<file path="src/rtl/pwm_timer_pkg.sv">
package pwm_timer_pkg;

   typedef struct packed {
      logic inv;
      logic arl;
      logic upd;
      logic run;
   } ctrl_t;

   // last divider phase for a select code: ratios 2,4,8 then 16
   function automatic logic [3:0] div_last(input logic [3:0] sel);
      case (sel)
         4'd0:    div_last = 4'd1;
         4'd1:    div_last = 4'd3;
         4'd2:    div_last = 4'd7;
         default: div_last = 4'd15;
      endcase
   endfunction

endpackage

</file>
<file path="src/rtl/pwm_clk_divider.sv">
module pwm_clk_divider #(
   parameter int PRE_W = 8
) (
   input  logic             clk,
   input  logic             rst_n,
   input  logic             run,
   input  logic             phase_clr,
   input  logic [PRE_W-1:0] presc,
   input  logic [3:0]       div_sel,
   output logic             tick
);
   import pwm_timer_pkg::*;

   logic [PRE_W-1:0] pre_q;
   logic [3:0]       div_q;
   logic [3:0]       lim;
   logic             pre_wrap;
   logic             div_wrap;

   assign lim      = div_last(div_sel);
   assign pre_wrap = (pre_q >= presc);
   assign div_wrap = (div_q >= lim);
   assign tick     = run && pre_wrap && div_wrap;

   always_ff @(posedge clk or negedge rst_n) begin
      if (!rst_n) begin
         pre_q <= '0;
         div_q <= '0;
      end else if (phase_clr) begin
         pre_q <= '0;
         div_q <= '0;
      end else if (run) begin
         if (pre_wrap) begin
            pre_q <= '0;
            div_q <= div_wrap ? 4'd0 : div_q + 4'd1;
         end else begin
            pre_q <= pre_q + 1'b1;
         end
      end
   end


   tick_spacing_chk: assert property (@(posedge clk) disable iff (!rst_n)
      tick |=> !tick);


   phase_clear_chk: assert property (@(posedge clk) disable iff (!rst_n)
      phase_clr |=> !tick);

endmodule

</file>
<file path="src/rtl/pwm_down_counter.sv">
module pwm_down_counter #(
   parameter int CNT_W = 16
) (
   input  logic             clk,
   input  logic             rst_n,
   input  logic             tick,
   input  logic             load,
   input  logic             auto_reload,
   input  logic [CNT_W-1:0] cnt_buf,
   input  logic [CNT_W-1:0] cmp_buf,
   output logic [CNT_W-1:0] cnt,
   output logic [CNT_W-1:0] cmp_live,
   output logic             level,
   output logic             expire
);
   logic [CNT_W-1:0] dec;
   logic             at_zero;

   assign dec     = cnt - CNT_W'(1);
   assign at_zero = (cnt == '0);

   always_ff @(posedge clk or negedge rst_n) begin
      if (!rst_n) begin
         cnt      <= '0;
         cmp_live <= '0;
         level    <= 1'b0;
         expire   <= 1'b0;
      end else if (load) begin
         cnt      <= cnt_buf;
         cmp_live <= cmp_buf;
         level    <= 1'b0;
         expire   <= 1'b0;
      end else begin
         expire <= 1'b0;
         if (tick) begin
            if (!at_zero) begin
               cnt    <= dec;
               level  <= (dec <= cmp_live);
               expire <= (dec == '0);
            end else if (auto_reload) begin
               cnt      <= cnt_buf;
               cmp_live <= cmp_buf;
            end
         end
      end
   end


   decrement_chk: assert property (@(posedge clk) disable iff (!rst_n)
      (tick && !load && cnt != '0) |=> (cnt == $past(cnt) - CNT_W'(1)));


   expire_width_chk: assert property (@(posedge clk) disable iff (!rst_n)
      expire |=> !expire);


   oneshot_hold_chk: assert property (@(posedge clk) disable iff (!rst_n)
      (tick && !load && cnt == '0 && !auto_reload) |=> (cnt == '0));


   reload_level_chk: assert property (@(posedge clk) disable iff (!rst_n)
      (tick && !load && cnt == '0) |=> $stable(level));


   load_chk: assert property (@(posedge clk) disable iff (!rst_n)
      load |=> (cnt == $past(cnt_buf) && !level));

endmodule

</file>
<file path="src/rtl/pwm_out_stage.sv">
module pwm_out_stage #(
   parameter bit HAS_INVERTER = 1'b1
) (
   input  logic level,
   input  logic inv,
   output logic pin
);
   generate
      if (HAS_INVERTER) begin : g_inv
         assign pin = level ^ inv;
      end else begin : g_plain
         logic unused_inv;
         assign unused_inv = inv;
         assign pin = level;
      end
   endgenerate
endmodule

</file>
<file path="src/rtl/pwm_down_timer.sv">
module pwm_down_timer #(
   parameter int DATA_W       = 32,
   parameter int ADDR_W       = 3,
   parameter int CNT_W        = 16,
   parameter int PRE_W        = 8,
   parameter bit HAS_INVERTER = 1'b1
) (
   input  logic              clk,
   input  logic              rst_n,
   input  logic              wr_en,
   input  logic [ADDR_W-1:0] wr_addr,
   input  logic [DATA_W-1:0] wr_data,
   input  logic [ADDR_W-1:0] rd_addr,
   output logic [DATA_W-1:0] rd_data,
   output logic              pwm_out,
   output logic              expire
);
   import pwm_timer_pkg::*;

   localparam int CFG_W = PRE_W + 4;
   localparam logic [ADDR_W-1:0] A_CTRL = ADDR_W'(0);
   localparam logic [ADDR_W-1:0] A_CFG  = ADDR_W'(1);
   localparam logic [ADDR_W-1:0] A_CNTB = ADDR_W'(2);
   localparam logic [ADDR_W-1:0] A_CMPB = ADDR_W'(3);
   localparam logic [ADDR_W-1:0] A_CNT  = ADDR_W'(4);
   localparam logic [ADDR_W-1:0] A_CMP  = ADDR_W'(5);

   generate
      if (CNT_W < 2 || CNT_W > DATA_W) begin : g_bad_cnt
         $error("CNT_W must lie between 2 and DATA_W");
      end
      if (PRE_W < 1 || CFG_W > DATA_W) begin : g_bad_pre
         $error("PRE_W plus the 4-bit divider select must fit DATA_W");
      end
      if (ADDR_W < 3) begin : g_bad_addr
         $error("ADDR_W must be at least 3");
      end
   endgenerate

   ctrl_t            ctrl_q;
   logic [PRE_W-1:0] presc_q;
   logic [3:0]       dsel_q;
   logic [CNT_W-1:0] cntb_q;
   logic [CNT_W-1:0] cmpb_q;
   logic [CNT_W-1:0] cnt;
   logic [CNT_W-1:0] cmp_live;
   logic             level;
   logic             tick;
   logic             counting;
   logic             phase_clr;
   logic             unused_wr;

   assign unused_wr = &{1'b0, wr_data};

   always_ff @(posedge clk or negedge rst_n) begin
      if (!rst_n) begin
         ctrl_q  <= '0;
         presc_q <= '0;
         dsel_q  <= '0;
         cntb_q  <= '0;
         cmpb_q  <= '0;
      end else if (wr_en) begin
         case (wr_addr)
            A_CTRL: begin
               ctrl_q.run <= wr_data[0];
               ctrl_q.upd <= wr_data[1];
               ctrl_q.arl <= wr_data[2];
               ctrl_q.inv <= HAS_INVERTER ? wr_data[3] : 1'b0;
            end
            A_CFG: begin
               presc_q <= wr_data[PRE_W-1:0];
               dsel_q  <= wr_data[PRE_W +: 4];
            end
            A_CNTB:  cntb_q <= wr_data[CNT_W-1:0];
            A_CMPB:  cmpb_q <= wr_data[CNT_W-1:0];
            default: ;
         endcase
      end
   end

   always_comb begin
      case (rd_addr)
         A_CTRL:  rd_data = DATA_W'(ctrl_q);
         A_CFG:   rd_data = DATA_W'({dsel_q, presc_q});
         A_CNTB:  rd_data = DATA_W'(cntb_q);
         A_CMPB:  rd_data = DATA_W'(cmpb_q);
         A_CNT:   rd_data = DATA_W'(cnt);
         A_CMP:   rd_data = DATA_W'(cmp_live);
         default: rd_data = '0;
      endcase
   end

   assign counting  = ctrl_q.run && !ctrl_q.upd;
   assign phase_clr = ctrl_q.upd && !ctrl_q.run;

   pwm_clk_divider #(.PRE_W(PRE_W)) u_div (
      .clk       (clk),
      .rst_n     (rst_n),
      .run       (counting),
      .phase_clr (phase_clr),
      .presc     (presc_q),
      .div_sel   (dsel_q),
      .tick      (tick)
   );

   pwm_down_counter #(.CNT_W(CNT_W)) u_cnt (
      .clk         (clk),
      .rst_n       (rst_n),
      .tick        (tick),
      .load        (ctrl_q.upd),
      .auto_reload (ctrl_q.arl),
      .cnt_buf     (cntb_q),
      .cmp_buf     (cmpb_q),
      .cnt         (cnt),
      .cmp_live    (cmp_live),
      .level       (level),
      .expire      (expire)
   );

   pwm_out_stage #(.HAS_INVERTER(HAS_INVERTER)) u_out (
      .level (level),
      .inv   (ctrl_q.inv),
      .pin   (pwm_out)
   );


   halt_hold_chk: assert property (@(posedge clk) disable iff (!rst_n)
      (!ctrl_q.run && !ctrl_q.upd && !(wr_en && wr_addr == A_CTRL))
         |=> ($stable(cnt) && $stable(level)));


   no_inverter_chk: assert property (@(posedge clk) disable iff (!rst_n)
      !HAS_INVERTER |-> (pwm_out == level && !ctrl_q.inv));

endmodule

</file>
<file path="config.mk">
export PLATFORM = sky130hd
export DESIGN_NAME = pwm_down_timer
export DESIGN_NICKNAME = d
export VERILOG_FILES = /design/src/rtl/pwm_timer_pkg.sv /design/src/rtl/pwm_clk_divider.sv /design/src/rtl/pwm_down_counter.sv /design/src/rtl/pwm_out_stage.sv /design/src/rtl/pwm_down_timer.sv
export SDC_FILE = /design/constraint.sdc
export NUM_CORES = 1
export LEC_CHECK = 0
export ABC_AREA = 1
export BUFFER_PORTS_ARGS = -buffer_cell sky130_fd_sc_hd__buf_2
export CAP_MARGIN = 0
export CORE_MARGIN = 2
export CORE_UTILIZATION = 49
export DETAILED_ROUTE_END_ITERATION = 10
export PLACE_DENSITY = 0.72
export SYNTH_ARGS = -nofsm -noshare
export SYNTH_HDL_FRONTEND = slang
export SYNTH_SLANG_ARGS = --single-unit
export TNS_END_PERCENT = 30
</file>
<file path="constraint.sdc">
create_clock -name clk -period 5.49 [get_ports clk]
set_clock_uncertainty 0.1 [all_clocks]
set_input_delay 0.2745 -clock clk [delete_from_list [all_inputs] [get_ports clk]]
set_output_delay 0.2745 -clock clk [all_outputs]
set_load 0.05 [all_outputs]
</file>
After elaboration in Yosys (flattened, before gate mapping)
Index checks and enable logic that the tools add are counted.

word-level totals
  ROM bits = 0
  register bits after elaboration = 94
  RAM bits = 0
  latch bits = 0
  input port bits = 41
  logic and storage cells = 80
  output and inout port bits = 34
  memories kept = 0

cells by class
  multipliers = 0
  div/mod/pow operators = 0
  equal/unequal tests = 12
  shift-type cells = 0
  add/sub/neg operators = 3
  magnitude comparators = 3
  bitwise logic cells = 1
  mux-type cells = 23
  reductions and logical operators = 24

operators by type and width
  cell                                                                  count
  16-bit two-way mux                                                    8
  16-bit one-hot mux with 6 select lines                                1
  16-bit zero test                                                      2
  8-bit two-way mux                                                     3
  16-bit less-or-equal comparator                                       1
  4-bit two-way mux                                                     4
  16-bit by 1-bit subtractor with 16-bit output, second input constant  1
  2-bit AND reduction                                                   7
  3-bit by 2-bit == test with 1-bit output, second input constant       4
  4-bit one-hot mux with 3 select lines                                 1
  2-bit nonzero test                                                    5
  8-bit by 1-bit adder with 8-bit output, second input constant         1
  8-bit >= comparator                                                   1
  3-bit by 1-bit == test with 1-bit output, second input constant       2
  3-bit == test, second input constant                                  2
  3-bit zero test                                                       2
  1-bit two-way mux                                                     6
  4-bit by 1-bit adder with 4-bit output, second input constant         1
  4-bit by 1-bit == test with 1-bit output, second input constant       1
  4-bit by 2-bit == test with 1-bit output, second input constant       1
  4-bit >= comparator                                                   1
  1-bit logical AND                                                     4
  4-bit zero test                                                       1
  3-bit inequality test, second input constant                          1
  other kinds (4)                                                       5

Depth between registers and ports, before layout
Gate-level depths: netlist of the first run.

  depth after elaboration = 7
  gate-level depth with buffers = 18
  mapped depth without buffers = 18

By module
Synthesis of the first run repeated with hierarchy kept, for this count alone.

second synthesis, totals
  cell total of the unflattened synthesis = 851
  area, all modules = 6296.0 sq um

modules (own cells, without submodules)
  module            seq. area each (sq um)  area each (sq um)  times used  cells each
  pwm_down_timer    1201.2                  2889.0             1           384
  pwm_down_counter  850.8                   2388.5             1           328
  pwm_clk_divider   300.3                   999.7              1           134
  pwm_out_stage     0.0                     18.8               1           5

Worst setup path before layout of the first run
No wires, ideal clock.

  path kind = register to register
  start point = register u_cnt.cnt[0]
  end point = register u_cnt.level
  setup time = 0.117 ns
  required time = 5.273 ns
  stages on the path, launching flop included = 18
  clock period less this slack = 2.278 ns
  data arrival time = 2.061 ns
  slack = 3.212 ns
  path through = dfrtp_1 > inv_1 > ha_1 > nand2_1 > nor2_1 > nand3_1 > nand2_1 > inv_1 > ha_1 > nand2_1 > inv_1 > nand3_1 > nor3_1 > nand2_1 > nand2_1 > nand2_1 > nand2_1 > nand2_1

on the way
  cells in the longest elaborated chain, start to end = 5

RTL lines
  what                                           RTL line                text
  start: declaration                             pwm_down_counter.sv:11  output logic [CNT_W-1:0] cnt,
  start signal: assignment                       pwm_down_counter.sv:29  cnt <= cnt_buf;
  start signal: assignment                       pwm_down_counter.sv:41  cnt <= cnt_buf;
  16-bit by 1-bit subtractor with 16-bit output  pwm_down_counter.sv:19  assign dec = cnt - CNT_W'(1);
  16-bit less-or-equal comparator                pwm_down_counter.sv:38  level <= (dec <= cmp_live);
  1-bit two-way mux                              pwm_down_counter.sv:36  if (!at_zero) begin
  1-bit two-way mux                              pwm_down_counter.sv:35  if (tick) begin
  1-bit two-way mux                              pwm_down_counter.sv:28  end else if (load) begin
  end signal: assignment                         pwm_down_counter.sv:38
  end: declaration                               pwm_down_counter.sv:13  output logic level,

Several ways; a longest one is shown, not always the timed one. The select of a mux whose other input is x is not followed.
A chain may end at the register's enable or synchronous reset.

Worst setup path after layout of the first run
  start point = register dsel_q[3]
  end point = register u_cnt.cnt[11]

on the way
  cells in the longest elaborated chain, start to end = 6

RTL lines
  what                                                                    RTL line               text
  start: declaration                                                      pwm_down_timer.sv:42   logic [3:0] dsel_q;
  start signal: assignment                                                pwm_down_timer.sv:72   dsel_q <= wr_data[PRE_W +: 4];
  4-bit by 2-bit == test with 1-bit output, or another cell as far along  pwm_timer_pkg.sv:12    case (sel)
  4-bit one-hot mux with 3 select lines (*)                               pwm_timer_pkg.sv:12
  4-bit >= comparator (*)                                                 pwm_clk_divider.sv:22  assign div_wrap = (div_q >= lim);
  1-bit logical AND (*)                                                   pwm_clk_divider.sv:23  assign tick = run && pre_wrap && div_wrap;
  2-bit nonzero test (no source line) (*)                                 -
  2-bit AND reduction (no source line) (*)                                -

Mark *: on every way between the ends. The rest lies on a longest branch, timed or not.

==> results of run 1 <==
## routing by layer
metal | vias to the layer above | track usage, % | wire length [um]
li1 | 2581 | - | -
met1 | 2319 | 33.7 | 6760
met2 | 164 | 35.5 | 6250
met3 | 16 | 2.68 | 772
met4 | 0 | 8.21 | 237
met5 | - | 0 | 0
## registers in the layout (all words and copies together) (netlist names), 4 cells and up
name,cells
cmpb_q,16
u_div.div_q,4
u_cnt.cnt,16
ctrl_q,4
u_div.pre_q,8
cntb_q,16
presc_q,8
u_cnt.cmp_live,16
dsel_q,4
## power by group
group	switching [mW]	internal, mW	leakage [nW]
Combinational	0.917	0.460	2.08
Clock	0.258	0.394	0.148
Sequential	0.197	0.881	1.21
## cell type report
| cell class | count | area [um^2] |
|---|---|---|
| inverter | 103 | 389 |
| clock inverter | 4 | 73.8 |
| sequential | 94 | 2350 |
| fill | 1100 | 5150 |
| tap | 143 | 179 |
| multi-input combinational | 568 | 2900 |
| timing repair buffer | 45 | 238 |
| clock buffer | 10 | 229 |
## logic make-up (layout without fill, tap and decap cells)
| kind of cell | after synthesis | after routing | share of synthesized area [%] |
|---|---|---|---|
| AOI/OAI and AO/OA | 111 | 111 | 10.7 |
| xor gates and xnor gates | 9 | 9 | 1.36 |
| adders and majority gates | 34 | 34 | 7.32 |
| buffers and inverters | 141 | 162 | 10.6 |
| DFF | 94 | 94 | 40.5 |
| other | 1 | 16 | 0.0646 |
| and+or+nand+nor | 398 | 398 | 29.5 |
## worst max-delay path: cells and delay by family, from the launching register on
family | cells | cell delay (ns)
AO/OA/AOI/OAI | 1 | 0.08
buffers and inverters | 2 | 0.15
adder cells (fa/ha/maj) | 1 | 0.17
AND/OR/NAND/NOR | 10 | 1.76
flip-flops | 1 | 0.41
## final timing paths
| check | from | end | slack (ns) |
|---|---|---|---|
| setup reg to reg | dsel_q[3] | u_cnt.cnt[11] | 2.68 |
| max in group asynchronous | rst_n | u_div.pre_q[6] | 3.86 |
| hold reg to reg | u_cnt.cmp_live[9] | u_cnt.cmp_live[9] | 0.37 |
| hold / removal | wr_data[14] | cntb_q[14] | 0.10 |
| min in group asynchronous | rst_n | cmpb_q[11] | 0.36 |
| setup / recovery | dsel_q[3] | u_cnt.cnt[11] | 2.68 |
## timing repair
action / 4_1_cts / 5_1_grt
hold buffers: 1 / 0
setup endpoints to repair: 0 / 0
endpoints found under the hold margin: 43 / 0
## cells in the final DEF (no fill, tap or decap), drive strengths merged
cell / netlist / layout
a21o: 1 / 1
a21oi: 15 / 15
a221oi: 1 / 1
a22oi: 8 / 8
and3: 1 / 1
buf: 25 / 44
bufinv: 0 / 2
clkbuf: 13 / 10
clkinv: 0 / 2
conb: 1 / 16
dfrtp: 94 / 94
dlygate4sd3: 0 / 1
ha: 34 / 34
inv: 103 / 103
nand2: 262 / 262
nand3: 63 / 63
nand4: 12 / 12
nor2: 50 / 50
nor3: 9 / 9
nor3b: 1 / 1
o211ai: 1 / 1
o21a: 1 / 1
o21ai: 67 / 67
o21bai: 1 / 1
o221ai: 4 / 4
o22ai: 12 / 12
xnor2: 1 / 1
xor2: 8 / 8
==> impl_metrics.ini, run 1 <==
[outcome]
status = finished, violations left
violations = design-rule violations

[yosys]
synth-edff-count = 0
synth_flop_cell = dfrtp_1
yosys-top-cells-area = dfrtp_1, nand2_1, ha_1
synth_cell_types = 35
ys_ff_latch = 94
synth_top_area_share_pct = 40.5
syn_avg_cell_area_um2 = 7.37
postSynthCellCount = 788
syn_area_um2 = 5810
seq_area_frac_synth_pct = 40.5
netlist_top_cells_count = nand2_1, inv_1, dfrtp_1
synth_top_area_cell = dfrtp_1
synth_warnings = 0
async_reset_ff_share_pct = 100
yosysMostFrequentCell = nand2_1

[die]
rows = 39
dieArea_um2 = 12700
ios = 75
start_util_pct = 50.4
core_um2 = 11500
fp.dieW_um = 113
die_h_um = 113

[final_layout]
area_growth_pct = 9.54
finalNonFillerCells = 967
final_nets = 896
design_area_um2 = 6360
diodes = 0
fin_util_pct = 55.3
drive_gt1_share_pct = 9.22

[placed_design]
dp_hpwl_mm = 10.2
gp_congestion = 0.871
io_buffers = 42
postPlaceCellArea_um2 = 6050
placed_cells = 952
place_ws_ns = 2.69

[critical_path]
path_cells = nor2_1, inv_1, nor3_1, ha_1, a21o_1, nand2_1, nand2_1, inv_1, nor2_1, nand2_1, nand2_2, nand2_2, nand2_1, nand2_1
critical-path-max-stage-delay_ns = 0.55
cp.arrival_ns = 2.94
worstSetupEndpointType = register
r2r_cells = 14
critPathSlowestCell = nand2_2
cp_common_cell = nand2_1
crit_required_ns = 5.62
cp_max_fo = 34
path_class = reg -> reg
cp-start-kind = register

[global_route]
grt_pass1_wl_mm = 23.5
grt-ovfl-total = 0
grt_use_total_pct = 23.0
grt_pass1_vias = 4732
antenna_found_initial = 0
grt_max_degree = 52

[clocking]
cts_buffers = 9
clk_pin_slew_ns = 0.06
cts-resized-gates = 0
htreeDepth = 3
clock-sinks = 94
cts_tree = done
root_buffer = clkbuf_16
cts_setup_buffers = 0
clock_latency_ns = 0.34
cts_buffer_depth = 2

[route]
wire_per_inst_um = 14.5
drc = 1
drt-pass1-iter-count = 8
routed_wl_mm = 14.0
vias_per_cell = 5.25
via_count = 5080
drt_iter0_drc = 364
postRouteAntennaNets = 0

[pwr]
pwr_density_cell_nw_per_um2 = 488
p_leak_nw = 3.44
peakVddDrop_mv = 0.184
total_power_mw = 3.11

[timing]
worstMarginPinSlew_ns = 1.19
timing.final.crit_share_pct = 51.1
finalSetupTns_ns = 0
setup_slack_ns = 2.68
finalCriticalPeriod_ns = 2.81
slew_viol_final = 0
rsz0062_at_grt = no
hold_viol_final = 0
fmax_mhz = 356
slew-limit-headroom_pct = 20.3
setup_viol = 0
holdWs_ns = 0.104

[hold_path]
whs_path_depth = 3
hold_path_class = in -> reg

[run]
maxCapViolations = 0
(Power assumes the default switching activity.)
==> inputs of run 2 (changes only) <==
PLACE_DENSITY = 0.75   (was 0.72)
clock period = 2.5 ns   (was 5.49 ns; I/O delays follow)
==> impl_metrics.ini, run 2 (same netlist as run 1, synthesis figures left out) <==
[final_layout]
area_growth_pct = 14.4
regArea_um2 = 2350
final_nets = 927
multi_input_area_um2 = 2920
drive_gt1_share_pct = 12.4
fin_util_pct = 57.7
fillers = 1069
mostFrequentLayoutCells = nand2_1, inv_1, dfrtp_1, o21ai_0, nand3_1
diodes = 0
final_common_cell = nand2_1

[die]
rows = 39
fp.dieW_um = 113
core_um2 = 11500
start_util_pct = 50.4
dieArea_um2 = 12700
die_h_um = 113
ios = 75

[pwr]
power_frac_seq_pct = 33.6
power_frac_comb_pct = 46.5
clockPowerShare_pct = 19.9
swShare_pct = 44.4
p_leak_nw = 3.58
peakVddDrop_mv = 0.483
switchingPower_mw = 3.11
pwr_density_cell_nw_per_um2 = 1060
power.internal_mw = 3.90

[critical_path]
crit_end = u_cnt.level
worstSetupEndpointType = register
reg2reg_to = u_cnt.level
path_cells = inv_1, ha_1, nand2_1, nor2_2, buf_4, xor2_1, inv_1, ha_1, nand2_1, nor2_1, nand2_1, nand2_1, nand2_1, nand2_1, nand2_1, nand2_1, nand2_1
critPathSlowestCell = dfrtp_1
r2r_cells = 17
startpoint = u_cnt.cnt[1]
cp_max_fo = 4
timing.rr.start = u_cnt.cnt[1]
r2r_setup_slack_ns = 0.14
crit_required_ns = 2.64
cp_common_cell = nand2_1
cp-start-kind = register
critical-path-max-stage-delay_ns = 0.40
path_class = reg -> reg
cp.arrival_ns = 2.50

[placed_design]
place_ws_ns = 0.0535
dp_hpwl_mm = 10.6
io_buffers = 42
gp_congestion = 0.862

[clocking]
cts_buffer_depth = 2
clock-sinks = 94
cts_setup_buffers = 0
clock_latency_ns = 0.35
htreeDepth = 3
clk_pin_slew_ns = 0.07
cts_buffers = 9
root_buffer = clkbuf_16
cts_tree = done

[route]
via_count = 5201
drc = 2
vias_per_cell = 5.21
drt-pass1-iter-count = 8
wire_per_inst_um = 14.2
routed_wl_mm = 14.2
drt_iter0_drc = 356
postRouteAntennaNets = 0

[timing]
worstMarginPinSlew_ns = 0.714
timing.final.crit_share_pct = 94.5
holdWs_ns = -0.0100
setup_slack_ns = 0.138
finalCriticalPeriod_ns = 2.36
fmax_mhz = 423
setup_viol = 0
rsz0062_at_grt = yes
hold_viol_final = 1
slew-limit-headroom_pct = 52.2
slew_viol_final = 0

[global_route]
grt_pass1_vias = 4967
grt_use_total_pct = 23.7
antenna_found_initial = 0
grt-ovfl-total = 0
grt_pass1_wl_mm = 24.3
grt_max_degree = 72

[outcome]
violations = design-rule violations, negative hold slack
status = finished, violations left

[hold_path]
whs_path_depth = 3
hold_path_class = in -> reg

[run]
maxCapViolations = 0
-- run 2: cell count changes in the layout (fill, tap and decap cells not counted), sizes merged --
cell | previous run | this run
buf | 44 | 65
dlygate4sd3 | 1 | 11
clkinvlp | 0 | 2
bufinv | 2 | 1
clkinv | 2 | 1
inv | 103 | 104
-- run 2: layer usage --
metal,global-route usage (%),share of wire (%)
met1,33.0,47
met2,39.0,47
met3,3.86,4.7
met4,6.18,1.3
met5,0,0
-- run 2: worst min path at each step --
stage | slack [ns] | startpoint | endpoint
floorplan | -0.27 | rst_n | cmpb_q[0]
global placement | -0.04 | rst_n | u_cnt.cnt[4]
detailed placement | -0.04 | rst_n | u_cnt.cnt[4]
CTS | 0.0001 | wr_data[4] | presc_q[4]
global route | 0.03 | wr_data[10] | dsel_q[2]
finish | -0.01 | wr_data[11] | dsel_q[3]
-- run 2: cell type report --
| type | instances | share of cell area, % |
|---|---|---|
| inverter | 103 | 5.85 |
| multi-input combinational | 568 | 43.9 |
| sequential | 94 | 35.4 |
| timing repair buffer | 76 | 7.64 |
| tap | 143 | 2.69 |
| clock buffer | 10 | 3.59 |
| clock inverter | 5 | 0.885 |
-- run 2: stage by stage --
stage | hold WS, ns | TNS, ns | power, mW | instances | area (um^2)
after floorplan | -0.271 | 0 | 4.64 | 803 | 5870
after global placement | -0.0421 | 0 | 5.47 | 973 | 6220
after detailed placement | -0.0419 | 0 | 5.54 | 973 | 6220
after CTS | 0.000112 | 0 | 6.98 | 999 | 6630
after global routing | 0.0257 | -0.0474 | 7.65 | 999 | 6650
final | -0.0100 | 0 | 7.01 | 999 | 6650
-- run 2: power groups by stage --
stage,Sequential [mW],Clock [mW],Combinational (mW)
2_1_floorplan,2.24,0,2.40
3_3_place_gp,2.35,0,3.12
3_5_place_dp,2.36,0,3.17
4_1_cts,2.34,1.41,3.23
5_1_grt,2.42,1.48,3.76
6_report,2.35,1.40,3.26
-- run 2: critical path, delay by kind of cell, from the launching register on --
kind / cells / cell delay, ns
simple gates: 11 / 0.86
fa+ha+maj: 2 / 0.43
flops: 1 / 0.40
buf+inv: 3 / 0.29
xor+xnor: 1 / 0.17
-- run 2: what timing repair did --
| action | 4_1_cts | 5_1_grt |
|---|---|---|
| hold endpoints to repair | 45 | 0 |
| setup endpoints to repair | 0 | 17 |
| gates resized for setup | 0 | 8 |
| hold buffers | 11 | 0 |
==> inputs of run 3 (changes only) <==
REMOVE_ABC_BUFFERS = 1   (was default)
==> impl_metrics.ini, run 3 (same netlist as run 1, synthesis figures left out) <==
[timing]
slew-limit-headroom_pct = 65.4
slew_viol_final = 0
finalCriticalPeriod_ns = 2.41
hold_viol_final = 0
timing.final.crit_share_pct = 96.3
rsz0062_at_grt = yes
fmax_mhz = 415
setup_viol = 0
worstMarginPinSlew_ns = 0.516

[route]
postRouteAntennaNets = 0
drc = 3
routed_wl_mm = 14.5
drt_iter0_drc = 286
via_count = 5226
drt-pass1-iter-count = 8
wire_per_inst_um = 14.4
vias_per_cell = 5.20

[critical_path]
reg2reg_to = u_cnt.level
cp_max_fo = 4
critical-path-max-stage-delay_ns = 0.37
r2r_cells = 16
startpoint = u_cnt.cnt[0]
critical_path_depth = 16
cp.arrival_ns = 2.55
r2r_setup_slack_ns = 0.09
crit_end = u_cnt.level
critPathSlowestCell = dfrtp_1
path_cells = inv_1, ha_1, nand2_1, nor2_2, xor2_1, inv_1, ha_1, nand2_1, nor2_1, nand2_1, nand2_1, nand2_1, nand2_1, nand2_1, nand2_1, nand2_1
worstSetupEndpointType = register
cp-start-kind = register
path_class = reg -> reg
path_buf_inv = 2
timing.rr.start = u_cnt.cnt[0]
crit_required_ns = 2.65
crit_family = simple AND/OR/NAND/NOR gates
cp_common_cell = nand2_1

[clocking]
clock-sinks = 94
root_buffer = clkbuf_16
cts_setup_buffers = 0
cts_tree = done
htreeDepth = 3
clk_pin_slew_ns = 0.06
cts_buffers = 9
cts_buffer_depth = 2
clock_latency_ns = 0.35

[outcome]
violations = design-rule violations
status = finished, violations left

[final_layout]
final_common_cell = nand2_1
mostFrequentLayoutCells = nand2_1, inv_1, dfrtp_1, o21ai_0, nand3_1
finalNonFillerCells = 1005
diodes = 0
drive_gt1_share_pct = 12.3
area_growth_pct = 15.9
final_nets = 932
fin_util_pct = 58.4

[pwr]
peakVddDrop_mv = 0.519
pwr_density_cell_nw_per_um2 = 1070
p_leak_nw = 3.63

[global_route]
grt_max_degree = 74
grt_use_total_pct = 24.1
antenna_found_initial = 0
grt_pass1_vias = 5129
grt-ovfl-total = 0
grt_pass1_wl_mm = 24.6

[die]
rows = 39
start_util_pct = 50.4
dieArea_um2 = 12700
core_um2 = 11500
ios = 75
die_h_um = 113
fp.dieW_um = 113

[placed_design]
dp_hpwl_mm = 10.5
io_buffers = 42
gp_congestion = 0.920
placed_cells = 976

[hold_path]
hp-start = wr_data[0]
hold_path_class = in -> reg

[run]
maxCapViolations = 0
[run 3: cell types whose count changed in the layout (fill, tap and decap cells not counted), moves of 2 or more]
| cell | change |
|---|---|
| inv_2 | -2 |
| clkinvlp_4 | -2 |
| inv_1 | +2 |
| buf_4 | +3 |
| dlygate4sd3_1 | +2 |
[run 3: cell type report]
class                           count  area [um^2]
Multi-Input combinational cell    568         2930
Tap cell                          143          179
Clock inverter                      4         77.6
Timing Repair Buffer               81          551
Inverter                          103          389
Clock buffer                       12          256
Sequential cell                    94         2350
Fill cell                        1048         4790
[run 3: routing by layer]
layer,track usage [%],up-vias,routed length [um]
li1,-,2639,-
met1,33.5,2389,6580
met2,38.6,169,6720
met3,3.48,29,870
met4,8.94,0,308
met5,0,-,0
[run 3: worst min-delay path by stage]
stage | to | depth (start not counted) | slack, ns
final | cntb_q[0] | 3 | 0.01
after global routing | cntb_q[3] | 3 | 0.03
after CTS | cntb_q[3] | 3 | 0.006
after detailed placement | cmpb_q[1] | 1 | -0.06
after global placement | cmpb_q[2] | 1 | -0.06
after floorplan | cmpb_q[0] | 0 | -0.27
[run 3: what timing repair did]
action                                  4_1_cts  5_1_grt
hold endpoints to repair                    124        0
endpoints found under the setup margin        1       17
hold buffers                                 13        0
pin swaps                                     0        1
resized for setup                             1        5
[run 3: where the power goes]
group | leakage, nW | internal [mW] | switching [mW]
clock network | 0.163 | 0.937 | 0.605
registers | 1.21 | 1.93 | 0.397
logic | 2.26 | 1.17 | 2.15
[run 3: per-stage QoR]
stage	setup WS [ns]	setup TNS (ns)	total power, mW	instance area, um^2	hold WS [ns]
6_report	0.0913	0	7.19	6730	0.0142
5_1_grt	-0.0883	-0.0883	7.81	6730	0.0301
4_1_cts	0.0301	0	7.16	6710	0.00554
3_5_place_dp	0.0296	0	5.55	6240	-0.0629
3_3_place_gp	0.0932	0	5.47	6240	-0.0624
2_1_floorplan	0.222	0	4.61	5640	-0.271
[run 3: worst reg2reg max path, cell delays in order, from the launching register on]
cell and delay (ns):
dfrtp_1 0.37, inv_1 0.13, ha_1 0.19, nand2_1 0.10, nor2_2 0.18, xor2_1 0.21, inv_1 0.07, ha_1 0.28
nand2_1 0.08, nor2_1 0.20, nand2_1 0.08, nand2_1 0.08, nand2_1 0.05, nand2_1 0.05, nand2_1 0.05, nand2_1 0.05
nand2_1 0.04
